**src/rtl/flash_cmd_dec.sv**
```systemverilog
module flash_cmd_dec #(
  parameter int AW       = 12,
  parameter int PROG_LAT = 4,
  parameter int WB_MAX   = 16,
  parameter int UNLK_A   = 'h555,
  parameter int UNLK_B   = 'h2AA
) (
  input  logic          clk,
  input  logic          rst_n,
  input  logic          wr_en,
  input  logic [AW-1:0] wr_addr,
  input  logic [7:0]    wr_data,
  input  logic          accel,
  output logic [1:0]    mode,
  output logic          prog_req,
  output logic [AW-1:0] prog_addr,
  output logic [7:0]    prog_data,
  output logic          rej
);
  localparam int CW  = $clog2(PROG_LAT + 1);
  localparam int WBW = $clog2(WB_MAX);

  typedef enum logic [3:0] {
    S_IDLE, S_U1, S_U2, S_PSET, S_WCNT, S_WDAT, S_WCONF,
    S_BRST, S_LOCK, S_LU1, S_LU2, S_BUSY
  } st_t;

  st_t            st;
  logic           byp_cmd, byp_acc;
  logic [CW-1:0]  cnt;
  logic [WBW-1:0] wbn;

  wire byp  = byp_cmd | byp_acc;
  wire at_a = wr_addr == AW'(UNLK_A);
  wire at_b = wr_addr == AW'(UNLK_B);

  assign mode = (st == S_BUSY) ? 2'd2 : (byp ? 2'd1 : 2'd0);

  always_ff @(posedge clk) begin
    if (!rst_n) begin
      st        <= S_IDLE;
      byp_cmd   <= 1'b0;
      byp_acc   <= 1'b0;
      cnt       <= '0;
      wbn       <= '0;
      prog_req  <= 1'b0;
      prog_addr <= '0;
      prog_data <= '0;
      rej       <= 1'b0;
    end else begin
      prog_req <= 1'b0;
      rej      <= 1'b0;
      if (accel) byp_acc <= 1'b1;
      else if (st == S_IDLE) byp_acc <= 1'b0;

      if (st == S_BUSY) begin
        if (cnt == '0) st <= S_IDLE;
        else cnt <= cnt - 1'b1;
        if (wr_en) rej <= 1'b1;
      end else if (wr_en) begin
        case (st)
          S_IDLE:
            if (byp) begin
              if (wr_data == 8'hA0) st <= S_PSET;
              else if (wr_data == 8'h25) st <= S_WCNT;
              else if (wr_data == 8'h90) st <= S_BRST;
              else rej <= 1'b1;
            end else begin
              if (wr_data == 8'hAA && at_a) st <= S_U1;
              else if (wr_data != 8'hF0) rej <= 1'b1;
            end
          S_U1: begin
            st <= S_IDLE;
            if (wr_data == 8'h55 && at_b) st <= S_U2;
            else if (wr_data != 8'hF0) rej <= 1'b1;
          end
          S_U2: begin
            st <= S_IDLE;
            if (wr_data == 8'hA0 && at_a) st <= S_PSET;
            else if (wr_data == 8'h20 && at_a) byp_cmd <= 1'b1;
            else if (wr_data == 8'h25) st <= S_WCNT;
            else if (wr_data != 8'hF0) rej <= 1'b1;
          end
          S_PSET: begin
            prog_req  <= 1'b1;
            prog_addr <= wr_addr;
            prog_data <= wr_data;
            cnt       <= CW'(PROG_LAT - 1);
            st        <= S_BUSY;
          end
          S_WCNT:
            if (int'(wr_data) < WB_MAX) begin
              wbn <= wr_data[WBW-1:0];
              st  <= S_WDAT;
            end else begin
              rej <= 1'b1;
              st  <= S_IDLE;
            end
          S_WDAT: begin
            prog_req  <= 1'b1;
            prog_addr <= wr_addr;
            prog_data <= wr_data;
            if (wbn == '0) st <= S_WCONF;
            else wbn <= wbn - 1'b1;
          end
          S_WCONF:
            if (wr_data == 8'h29) begin
              cnt <= CW'(PROG_LAT - 1);
              st  <= S_BUSY;
            end else begin
              rej <= 1'b1;
              st  <= S_LOCK;
            end
          S_BRST: begin
            st <= S_IDLE;
            if (wr_data == 8'h00) byp_cmd <= 1'b0;
            else rej <= 1'b1;
          end
          S_LOCK:
            if (wr_data == 8'hAA && at_a) st <= S_LU1;
            else rej <= 1'b1;
          S_LU1:
            if (wr_data == 8'h55 && at_b) st <= S_LU2;
            else begin
              rej <= 1'b1;
              st  <= S_LOCK;
            end
          S_LU2:
            if (wr_data == 8'hF0 && at_a) st <= S_IDLE;
            else begin
              rej <= 1'b1;
              st  <= S_LOCK;
            end
          default: st <= S_IDLE;
        endcase
      end
    end
  end


  mode_legal_chk: assert property (@(posedge clk) disable iff (!rst_n)
    mode != 2'd3);


  prog_hold_chk: assert property (@(posedge clk) disable iff (!rst_n)
    $rose(mode == 2'd2) |=> mode == 2'd2);


  req_payload_chk: assert property (@(posedge clk) disable iff (!rst_n)
    prog_req |-> $past(wr_en) && prog_addr == $past(wr_addr) && prog_data == $past(wr_data));


  one_outcome_chk: assert property (@(posedge clk) disable iff (!rst_n)
    !(prog_req && rej));


  accel_byp_chk: assert property (@(posedge clk) disable iff (!rst_n)
    $past(accel) && mode != 2'd2 |-> mode == 2'd1);


  busy_no_req_chk: assert property (@(posedge clk) disable iff (!rst_n)
    $past(mode == 2'd2) && mode == 2'd2 |-> !prog_req);
endmodule

```
**config.mk**
```make
export PLATFORM = sky130hd
export DESIGN_NAME = flash_cmd_dec
export DESIGN_NICKNAME = d
export VERILOG_FILES = /design/src/rtl/flash_cmd_dec.sv
export SDC_FILE = /design/constraint.sdc
export NUM_CORES = 1
export LEC_CHECK = 0
export ABC_AREA = 1
export BUFFER_PORTS_ARGS = -buffer_cell sky130_fd_sc_hd__buf_2
export CORE_UTILIZATION = 30
export DETAILED_ROUTE_END_ITERATION = 7
export GPL_TIMING_DRIVEN = 1
export PLACE_DENSITY = 0.54
export REMOVE_ABC_BUFFERS = 1
export SLEW_MARGIN = 10
export SYNTH_ARGS = -nofsm -noshare
export SYNTH_HDL_FRONTEND = slang
export SYNTH_SLANG_ARGS = --single-unit
```
**constraint.sdc**
```tcl
create_clock -name clk -period 2.7 [get_ports clk]
set_input_delay 0.135 -clock clk [delete_from_list [all_inputs] [get_ports clk]]
set_output_delay 0.135 -clock clk [all_outputs]
set_load 0.005 [all_outputs]
```
==> metrics.yaml, run 1 <==
outcome:
  status: "finished, final reports clean"
critical_path:
  worstSetupEndpointType: "register"
  critical_path_buf_inv_count: 4
  cp_max_fo: 35
  crit_path_top_delay_cell: "buf_4"
  worstPathRequired_ns: 2.90
  crit_type: "register to register"
  slowest_delay_ns: 0.36
  cp.arrival_ns: 2.02
  r2r_slack_ns: 0.88
  crit_family: "buffers and inverters"
  rr_worst_depth: 9
  cp_cell_sequence: "inv_2 -> nand2_2 -> nor2_4 -> inv_2 -> a21oi_4 -> buf_4 -> inv_1 -> nor2_1 -> nor2_1"
  startpoint_type: "register"
  rr_startpoint: "st[3]"
  worstReg2RegEnd: "prog_addr[10]"
floorplanning:
  die_area_sq_um: 7691
  start_util_pct: 31.73
  rows: 30
  die_height_um: 87.70
  ios: 48
  coreArea_sq_um: 6944
  die_width_um: 87.70
sta:
  finClkSkew_ns: 0.004952
  fin_tns_setup_ns: 0
  max_clock_freq_mhz: 548.6
  period_needed_ns: 1.823
  hold_viol_final: 0
  slew_headroom_pct: 66.98
  worstMarginPinSlew_ns: 0.4953
  finalSetupViolations: 0
  rsz0062_at_grt: "false"
  fin_crit_sh_pct: 67.52
  slew_viol_final: 0
min_path:
  holdPathStages: 3
  hold_end: "byp_acc"
  hold_path.startpoint: "accel"
  hp-class: "input port to register"
synthesis:
  synth_area_leaders: "dfxtp_1 (32%), nor2_1 (13%), nand2_1 (10%), inv_1 (6.6%), o21ai_1 (4.5%)"
  synth_area_per_cell_sq_um: 6.461
  syn_area_sq_um: 2203
  synth.distinct_cells: 29
  synth_top_area_cell: "dfxtp_1"
  yosysTopAreaCellShare_pct: 31.80
  ys_seq_elements: 35
  seq_area_frac_synth_pct: 31.80
  synth_cells: 341
  ys_warn_count: 0
final_layout:
  final_common_cell: "nor2_1"
  nFillCells: 768
  antenna_cells: 0
  nNetsFinal: 417
  syn_to_final_growth_pct: 19.08
  multi_input_area_sq_um: 1277
  drive_gt1_share_pct: 26.09
  mostFrequentLayoutCells: "nor2_1 (76), nand2_1 (59), buf_2 (47), inv_1 (39), dfxtp_1 (35)"
  design_area_sq_um: 2624
  final-seq-area_sq_um: 700.7
placement:
  finalWeightedCongestion: 0.8798
  io_buffers: 47
  hpwl_mm: 4.355
  dpl_cell_area_sq_um: 2525
clock_tree:
  post_cts_buffers: 0
  cts_buffers: 5
  htree_levels: 2
  clkTransAtPathRegs_ns: 0.08
  cts_sinks: 35
  cts_buffer_depth: 2
  cts_resized: 0
  clock_latency_ns: 0.30
  hold_buffers: 0
  cts_root_buf: "clkbuf_8"
  cts_tree: "built"
global_routing:
  grtUsageTotal_pct: 15.82
  antenna_found_initial: 0
  grt_pass1_wl_mm: 9.446
  grt_overflow: 0
  grt_max_degree: 36
  grt_pass1_vias: 2073
pwr:
  p_sw_share_pct: 41.33
  max-vdd-ir-drop_mv: 0.2274
  p_clk_share_pct: 23.6
  p_comb_share_pct: 41.4
  cellLeakagePower_uw: 0.001247
  power.internal_uw: 1043
  switching_power_uw: 734.8
  power_density_nw_per_um2: 677.5
  p_seq_share_pct: 34.9
drt:
  vias_per_cell: 4.468
  wl_per_cell_um: 11.52
  drtIter0Drc: 93
  dr.pass1.iters: 4
  drc: 0
  antenna_left: 0
  vias: 2176
  drt_wl_total_mm: 5.608
run:
  cap_violations: 0
flip-flops by register name (all words and copies together) (netlist names):
signal and cells:
prog_req 1, rej 1, st 4, wbn 4, prog_addr 12, byp_acc 1
cnt 3, prog_data 8, byp_cmd 1
synth_stat cells (all sizes together):
master / n
a21oi: 30
and2: 1
buf: 3
clkbuf: 3
dfxtp: 35
ha: 3
inv: 49
nand2: 70
nand3: 15
nand3b: 1
nand4: 3
nor2: 87
nor3: 2
nor3b: 1
o211ai: 1
o21ai: 35
xnor2: 1
xor2: 1
kinds of logic after synthesis:
logic type | count (synthesis) | share of synthesized area, %
AND/OR/NAND/NOR | 180 | 37.99
AO/OA/AOI/OAI | 66 | 17.49
buffers and inverters | 55 | 10.22
flip-flops | 35 | 31.80
adder cells (fa/ha/maj) | 3 | 1.704
XOR/XNOR | 2 | 0.7951
stage by stage:
step	total power, uW	setup slack [ns]	instances	hold WS (ns)	utilization (%)
finish	1778	0.8770	487	0.05158	37.78
global route	1925	0.6754	487	0.07524	37.78
CTS	1798	0.8694	487	0.04744	37.78
detailed placement	1372	0.8786	479	0.3594	36.36
global placement	1374	0.9237	479	0.3506	36.36
floorplan	1186	0.8484	335	0.2524	-
tightest hold or removal path, stage by stage:
cell     delay (ns)
buf_2          0.08
a21oi_1        0.03
nor2_1         0.06
worst max path at each step:
stage          start             to  slack (ns)  depth (start not counted)
3_5_place_dp   st[3]   prog_addr[8]        0.88                          9
5_1_grt        st[1]   prog_addr[2]        0.68                          8
3_3_place_gp   st[1]   prog_addr[6]        0.92                          8
2_1_floorplan  st[3]   prog_addr[2]        0.85                          8
4_1_cts        st[1]  prog_addr[10]        0.87                          8
6_report       st[3]  prog_addr[10]        0.88                          9
cell type report:
| type | count | share of cell area (%) |
|---|---|---|
| inverters | 49 | 7.010 |
| multi-input cells | 251 | 48.69 |
| clock buffers | 6 | 3.147 |
| flip-flops and latches | 35 | 26.70 |
| repair buffers | 48 | 9.251 |
| clock inverters | 2 | 0.6199 |
| well taps | 96 | 4.578 |
power by group through the flow:
stage	registers [uW]	logic, uW	clock network (uW)
after CTS	621	741	435
after detailed placement	633	739	0
after global placement	631	743	0
final	621	736	420
after floorplan	631	554	0
after global routing	630	834	461
per-layer routing:
metal	vias to the layer above	GRT usage (%)	share of wire [%]	wire length, um
li1	1168	-	-	-
met1	953	20.33	49	2754
met2	45	25.65	44	2491
met3	10	3.016	3.9	216
met4	0	7.154	2.6	145
met5	-	0	0	0
No activity file was read; power rests on OpenSTA's default activity.
==> run 2: changes to the inputs <==
--- a/config.mk
+++ b/config.mk
@@ -5,7 +5,7 @@
 export SDC_FILE = /design/constraint.sdc
 export NUM_CORES = 1
 export LEC_CHECK = 0
-export ABC_AREA = 1
+export ABC_AREA = 0
 export BUFFER_PORTS_ARGS = -buffer_cell sky130_fd_sc_hd__buf_2
 export CORE_UTILIZATION = 30
 export DETAILED_ROUTE_END_ITERATION = 7
==> constraint.sdc (replaced) <==
create_clock -name clk -period 1.87 [get_ports clk]
set_input_delay 0.0935 -clock clk [delete_from_list [all_inputs] [get_ports clk]]
set_output_delay 0.0935 -clock clk [all_outputs]
set_load 0.005 [all_outputs]
==> run 2 against run 1 <==
Against the previous run:
- non-clock buffer count increased by 21
- sequential share of layout area is 1.0 points lower
- die area decreased by 3.3%
- utilization up 2.2 points
- final area grew 4.1%
- clock skew is 0.0033 ns lower
- critical path type unchanged
- register-to-register slack lost 0.81 ns
- combinational power fell by 23%
- critical endpoint is now st[0]
- largest power group is now clock
==> metrics.yaml, run 2 <==
floorplanning:
  die_area_sq_um: 7435  # was 7691 sq um
  start_util_pct: 31.15  # was 31.73%
  die_height_um: 86.23  # was 87.70 um
  coreArea_sq_um: 6832  # was 6944 sq um
  ios: 48  # unchanged
  die_width_um: 86.23  # was 87.70 um
  rows: 30  # unchanged
min_path:
  hold_end: "byp_acc"  # unchanged
  holdPathStages: 3  # unchanged
  hold_path.startpoint: "accel"  # unchanged
  hp-class: "input port to register"  # unchanged
synthesis:
  synth_area_per_cell_sq_um: 8.346  # was 6.461 sq um
  synth.most_common_cell: "dfxtp_1"  # was nor2_1
  ys_warn_count: 0  # unchanged
  ys_seq_elements: 35  # unchanged
  synth_cells: 255  # was 341
  synth_top_flop_cell: "dfxtp_1"  # unchanged
  synth_top_area_cell: "dfxtp_1"  # unchanged
  async_flop_share_pct: 0  # unchanged
  synth_area_leaders: "dfxtp_1 (33%), mux2i_1 (10%), nor2_1 (5.8%), nand2_1 (3.7%), a21oi_1 (2.8%)"  # was dfxtp_1 (32%), nor2_1 (13%), nand2_1 (10%), inv_1 (6.6%), o21ai_1 (4.5%)
  synth.distinct_cells: 56  # was 29
  yosys-top-cells-count: "dfxtp_1 (35), nor2_1 (33), mux2i_1 (22)"  # was nor2_1 (76), nand2_1 (59), inv_1 (39)
  syn_area_sq_um: 2128  # was 2203 sq um
  synth-edff-count: 0  # unchanged
  yosysTopAreaCellShare_pct: 32.92  # was 31.80%
  seq_area_frac_synth_pct: 32.92  # was 31.80%
pwr:
  p_sw_share_pct: 28.99  # was 41.33%
  power.internal_uw: 1556  # was 1043 uW
  switching_power_uw: 634.9  # was 734.8 uW
  p_clk_share_pct: 37.9  # was 23.6%
  p_seq_share_pct: 36.2  # was 34.9%
  p_comb_share_pct: 25.9  # was 41.4%
  power_density_nw_per_um2: 802.4  # was 677.5 nW/um^2
  cellLeakagePower_uw: 0.001090  # was 0.001247 uW
  max-vdd-ir-drop_mv: 0.4387  # was 0.2274 mV
final_layout:
  antenna_cells: 0  # unchanged
  largest_reg_flops: 12  # unchanged
  stdcell_count: 411  # was 487
  regMostFlops: "prog_addr"  # unchanged
  nFillCells: 734  # was 768
  final_core_util_pct: 39.96  # was 37.78%
  drive_gt1_share_pct: 28.89  # was 26.09%
  final_common_cell: "buf_2"  # was nor2_1
  syn_to_final_growth_pct: 28.28  # was 19.08%
  top_regs: "prog_addr: 12 flops, prog_data: 8 flops"  # unchanged
  mostFrequentLayoutCells: "buf_2 (47), dfxtp_1 (35), nor2_1 (33), mux2i_1 (22)"  # was nor2_1 (76), nand2_1 (59), buf_2 (47), inv_1 (39), dfxtp_1 (35)
  design_area_sq_um: 2730  # was 2624 sq um
  nNetsFinal: 341  # was 417
drt:
  vias_per_cell: 5.280  # was 4.468
  wl_per_cell_um: 14.88  # was 11.52 um
  drtIter0Drc: 207  # was 93
  drt_wl_total_mm: 6.116  # was 5.608 mm
  antenna_left: 0  # unchanged
  dr.pass1.iters: 4  # unchanged
  vias: 2170  # was 2176
  drc: 0  # unchanged
critical_path:
  rr_worst_depth: 5  # was 9
  crit_type: "register to register"  # unchanged
  worstSetupEndpointType: "register"  # unchanged
  cp_cell_sequence: "or4_4 -> a211o_1 -> o22a_2 -> o2111ai_1 -> o32ai_1"  # was inv_2 -> nand2_2 -> nor2_4 -> inv_2 -> a21oi_4 -> buf_4 -> inv_1 -> nor2_1 -> nor2_1
  crit_path_top_delay_cell: "or4_4"  # was buf_4
  rr_startpoint: "st[1]"  # was st[3]
  worstReg2RegEnd: "st[0]"  # was prog_addr[10]
  cp-startpoint: "st[1]"  # was st[3]
  cp.arrival_ns: 1.96  # was 2.02 ns
  slowest_delay_ns: 0.52  # was 0.36 ns
  startpoint_type: "register"  # unchanged
  worstPathRequired_ns: 2.03  # was 2.90 ns
  cp_max_fo: 6  # was 35
  r2r_slack_ns: 0.07  # was 0.88 ns
clock_tree:
  post_cts_buffers: 0  # unchanged
  cts_buffer_depth: 2  # unchanged
  htree_levels: 2  # unchanged
  cts_buffers: 5  # unchanged
  cts_tree: "built"  # unchanged
  clock_latency_ns: 0.29  # was 0.30 ns
  clkTransAtPathRegs_ns: 0.08  # about the same
  cts_root_buf: "clkbuf_8"  # unchanged
  cts_sinks: 35  # unchanged
sta:
  fin_tns_setup_ns: 0  # unchanged
  worstMarginPinSlew_ns: 0.4814  # was 0.4953 ns
  finClkSkew_ns: 0.001697  # was 0.004952 ns
  slew_headroom_pct: 67.87  # was 66.98%
  slew_viol_final: 0  # unchanged
  finalSetupViolations: 0  # unchanged
  fin_crit_sh_pct: 96.25  # was 67.52%
  period_needed_ns: 1.800  # was 1.823 ns
  max_clock_freq_mhz: 555.6  # was 548.6 MHz
  rsz0062_at_grt: "true"  # was false
  hold_viol_final: 0  # unchanged
run:
  cap_violations: 0  # unchanged
placement:
  io_buffers: 47  # unchanged
  placed_cells: 403  # was 479
  dpl_cell_area_sq_um: 2581  # was 2525 sq um
  finalWeightedCongestion: 0.9185  # was 0.8798
  hpwl_mm: 4.637  # was 4.355 mm
global_routing:
  grt_max_degree: 22  # was 36
  grtUsageTotal_pct: 17.50  # was 15.82%
  antenna_found_initial: 0  # unchanged
  grt_overflow: 0  # unchanged
  grt_pass1_vias: 2138  # was 2073
  grt_pass1_wl_mm: 10.25  # was 9.446 mm
outcome:
  status: "finished, final reports clean"  # unchanged
[run 2: cell type report]
type                    count  area [sq um]  share of cell area [%]
well taps                  96         120.1                   4.400
flip-flops and latches     35         700.7                   25.66
clock buffers               5         68.82                   2.521
clock inverters             3         67.56                   2.475
inverters                   9         33.78                   1.237
multi-input cells         194          1326                   48.58
repair buffers             69         412.9                   15.12
[run 2: power by group through the flow]
stage / registers, uW / logic (uW) / clock network (uW)
after floorplan: 845 / 270 / 0
after global placement: 810 / 554 / 0
after detailed placement: 811 / 552 / 0
after CTS: 793 / 555 / 849
after global routing: 799 / 620 / 885
final: 793 / 568 / 829
[run 2: what timing repair did]
action / CTS / global route
endpoints found under the hold margin: 0 / 0
hold buffers: 0 / 0
resized for setup: 0 / 3
setup endpoints to repair: 0 / 7
[run 2: metal layers]
| metal | vias to the layer above | routed length (um) | global-route usage, % |
|---|---|---|---|
| li1 | 1061 | - | - |
| met2 | 71 | 2891 | 28.79 |
| met5 | - | 0 | 0 |
| met1 | 1027 | 2804 | 22.34 |
| met3 | 11 | 326 | 3.619 |
| met4 | 0 | 94 | 7.121 |
[run 2: worst max path at each step]
stage / to / depth (start not counted)
floorplan: prog_addr[0] / 4
global placement: st[0] / 5
detailed placement: st[0] / 5
CTS: st[0] / 5
global route: st[0] / 5
finish: st[0] / 5
[run 2: through the flow]
stage,hold WS (ns),setup WS (ns),power (uW)
2_1_floorplan,0.2109,-1.433,1114
3_3_place_gp,0.3005,0.04119,1364
3_5_place_dp,0.3220,0.02317,1363
4_1_cts,0.02341,0.01042,2197
5_1_grt,0.05993,-0.02613,2303
6_report,0.02493,0.07017,2191
[run 2: cells by family after synthesis]
group	after synthesis	share of synthesized area (%)
AND/OR/NAND/NOR	112	30.16
buffers and inverters	26	5.585
AO/OA/AOI/OAI	54	17.99
multiplexers	22	10.35
flip-flops	35	32.92
adder cells (fa/ha/maj)	3	1.764
XOR/XNOR	3	1.235
[run 2: critical path, delay by kind of cell, from the launching register on]
| kind | cells | cell delay (ns) |
|---|---|---|
| simple gates | 1 | 0.52 |
| compound gates | 4 | 0.81 |
| flops | 1 | 0.34 |
==> run 3: changes to the inputs <==
==> constraint.sdc (replaced) <==
create_clock -name clk -period 2.3 [get_ports clk]
set_input_delay 0.115 -clock clk [delete_from_list [all_inputs] [get_ports clk]]
set_output_delay 0.115 -clock clk [all_outputs]
set_load 0.005 [all_outputs]
==> run 3 against run 2 <==
Against the previous run:
- clock-buffer cell count is the same
- critical endpoint unchanged
- first-iteration DRC count grew 11%
- cell count shrank 2.4%
- register-to-register slack gained 0.31 ns
- die area is the same
- combinational power shrank 28%
- hold slack gained 0.019 ns
- clock power shrank 28%
- setup slack gained 0.31 ns
==> metrics.yaml, run 3 (synthesis results as in run 2) <==
critical_path:
  startpoint_type: "register"  # unchanged
  worstPathRequired_ns: 2.47  # was 2.03 ns
  crit_type: "register to register"  # unchanged
  worstSetupEndpointType: "register"  # unchanged
  r2r_slack_ns: 0.38  # was 0.07 ns
  cp.arrival_ns: 2.08  # was 1.96 ns
  cp_max_fo: 6  # unchanged
final_layout:
  nNetsFinal: 331  # was 341
  final_core_util_pct: 38.21  # was 39.96%
  top_regs: "prog_addr: 12 flops, prog_data: 8 flops"  # unchanged
  largest_reg_flops: 12  # unchanged
  final_common_cell: "buf_2"  # unchanged
  syn_to_final_growth_pct: 22.63  # was 28.28%
  nFillCells: 742  # was 734
  regMostFlops: "prog_addr"  # unchanged
  antenna_cells: 0  # unchanged
  drive_gt1_share_pct: 25.57  # was 28.89%
  mostFrequentLayoutCells: "buf_2 (47), dfxtp_1 (35), nor2_1 (33), mux2i_1 (22), nand2_1 (21)"  # was buf_2 (47), dfxtp_1 (35), nor2_1 (33), mux2i_1 (22)
drt:
  vias: 2098  # was 2170
  drt_wl_total_mm: 5.976  # was 6.116 mm
  drtIter0Drc: 229  # was 207
  antenna_left: 0  # unchanged
  wl_per_cell_um: 14.90  # was 14.88 um
  dr.pass1.iters: 4  # unchanged
  drc: 0  # unchanged
  vias_per_cell: 5.232  # was 5.280
floorplanning:
  die_width_um: 86.23  # unchanged
  start_util_pct: 31.15  # unchanged
  rows: 30  # unchanged
  coreArea_sq_um: 6832  # unchanged
  ios: 48  # unchanged
  die_height_um: 86.23  # unchanged
  die_area_sq_um: 7435  # unchanged
sta:
  fin_crit_sh_pct: 83.33  # was 96.25%
  hold_viol_final: 0  # unchanged
  slew_headroom_pct: 56.63  # was 67.87%
  hold_ws_ns: 0.04378  # was 0.02493 ns
  finalSetupViolations: 0  # unchanged
  fin_ws_ns: 0.3834  # was 0.07017 ns
  rsz0062_at_grt: "false"  # was true
  period_needed_ns: 1.917  # was 1.800 ns
  finClkSkew_ns: 0.01530  # was 0.001697 ns
  max_clock_freq_mhz: 521.8  # was 555.6 MHz
  worstMarginPinSlew_ns: 0.6418  # was 0.4814 ns
  slew_viol_final: 0  # unchanged
global_routing:
  grt_overflow: 0  # unchanged
  grt_max_degree: 21  # was 22
  grtUsageTotal_pct: 16.97  # was 17.50%
  grt_pass1_vias: 1959  # was 2138
  antenna_found_initial: 0  # unchanged
  grt_pass1_wl_mm: 9.860  # was 10.25 mm
clock_tree:
  htree_levels: 2  # unchanged
  cts_tree: "built"  # unchanged
  clkTransAtPathRegs_ns: 0.07  # was 0.08 ns
  cts_buffer_depth: 2  # unchanged
  post_cts_buffers: 0  # unchanged
  clock_latency_ns: 0.31  # was 0.29 ns
  cts_resized: 0  # unchanged
  cts_root_buf: "clkbuf_8"  # unchanged
  cts_sinks: 35  # unchanged
  cts_buffers: 5  # unchanged
  hold_buffers: 0  # unchanged
placement:
  hpwl_mm: 4.442  # was 4.637 mm
  dp_slack_ns: 0.3850  # was 0.02317 ns
  finalWeightedCongestion: 0.9301  # was 0.9185
  io_buffers: 47  # unchanged
pwr:
  power_density_nw_per_um2: 634.9  # was 802.4 nW/um^2
  cellLeakagePower_uw: 0.001027  # was 0.001090 uW
  max-vdd-ir-drop_mv: 0.2407  # was 0.4387 mV
run:
  cap_violations: 0  # unchanged
min_path:
  hp-class: "input port to register"  # unchanged
outcome:
  status: "finished, final reports clean"  # unchanged
-- run 3: cell types whose count changed in the layout (fill, tap and decap cells not counted) --
cell	before	now
and4_1	0	1
clkinv_4	0	1
buf_4	21	12
bufinv_16	2	1
and4_2	1	0
nor3b_1	1	2
a311oi_1	3	4
nor3b_2	1	0
a311oi_2	1	0
clkinvlp_4	1	0
buf_12	1	0
inv_6	0	1
-- run 3: through the flow --
| step | instances | total power [uW] | cell area (sq um) | setup TNS, ns |
|---|---|---|---|---|
| floorplan | 238 | 905.8 | 2043 | -20.06 |
| global route | 401 | 1731 | 2610 | 0 |
| finish | 401 | 1657 | 2610 | 0 |
| CTS | 401 | 1665 | 2610 | 0 |
| detailed placement | 393 | 1070 | 2494 | 0 |
| global placement | 393 | 1072 | 2494 | 0 |
-- run 3: area by class of cell --
class	count	area, sq um	area share, %
clock buffer	5	68.82	2.637
multi-input combinational	194	1314	50.34
clock inverter	3	47.55	1.822
timing repair buffer	59	325.3	12.46
inverter	9	33.78	1.294
sequential	35	700.7	26.85
tap	96	120.1	4.602
-- run 3: worst paths after layout --
check / start / end / depth (start not counted)
setup / recovery: st[1] / st[0] / 5
setup reg to reg: st[1] / st[0] / 5
hold reg to reg: cnt[0] / cnt[0] / 2
hold / removal: accel / byp_acc / 3
-- run 3: worst max-delay path: stages (launching register included) --
cell	delay [ns]
dfxtp_1	0.35
or4_4	0.55
a211o_1	0.33
o22a_2	0.30
o2111ai_1	0.14
o32ai_1	0.12
-- run 3: layer usage --
metal	up-vias	wire [um]	global-route usage [%]
met5	-	0	0
met4	0	180	6.818
met3	13	313	3.238
met2	66	2635	26.48
met1	973	2847	23.04
li1	1046	-	-
-- run 3: power breakdown --
| group | leakage (uW) | switching [uW] | total [uW] | internal, uW |
|---|---|---|---|---|
| clock network | 0.0000587 | 266 | 595 | 329 |
| registers | 0.000283 | 22.6 | 652 | 630 |
| logic | 0.000686 | 240 | 410 | 170 |
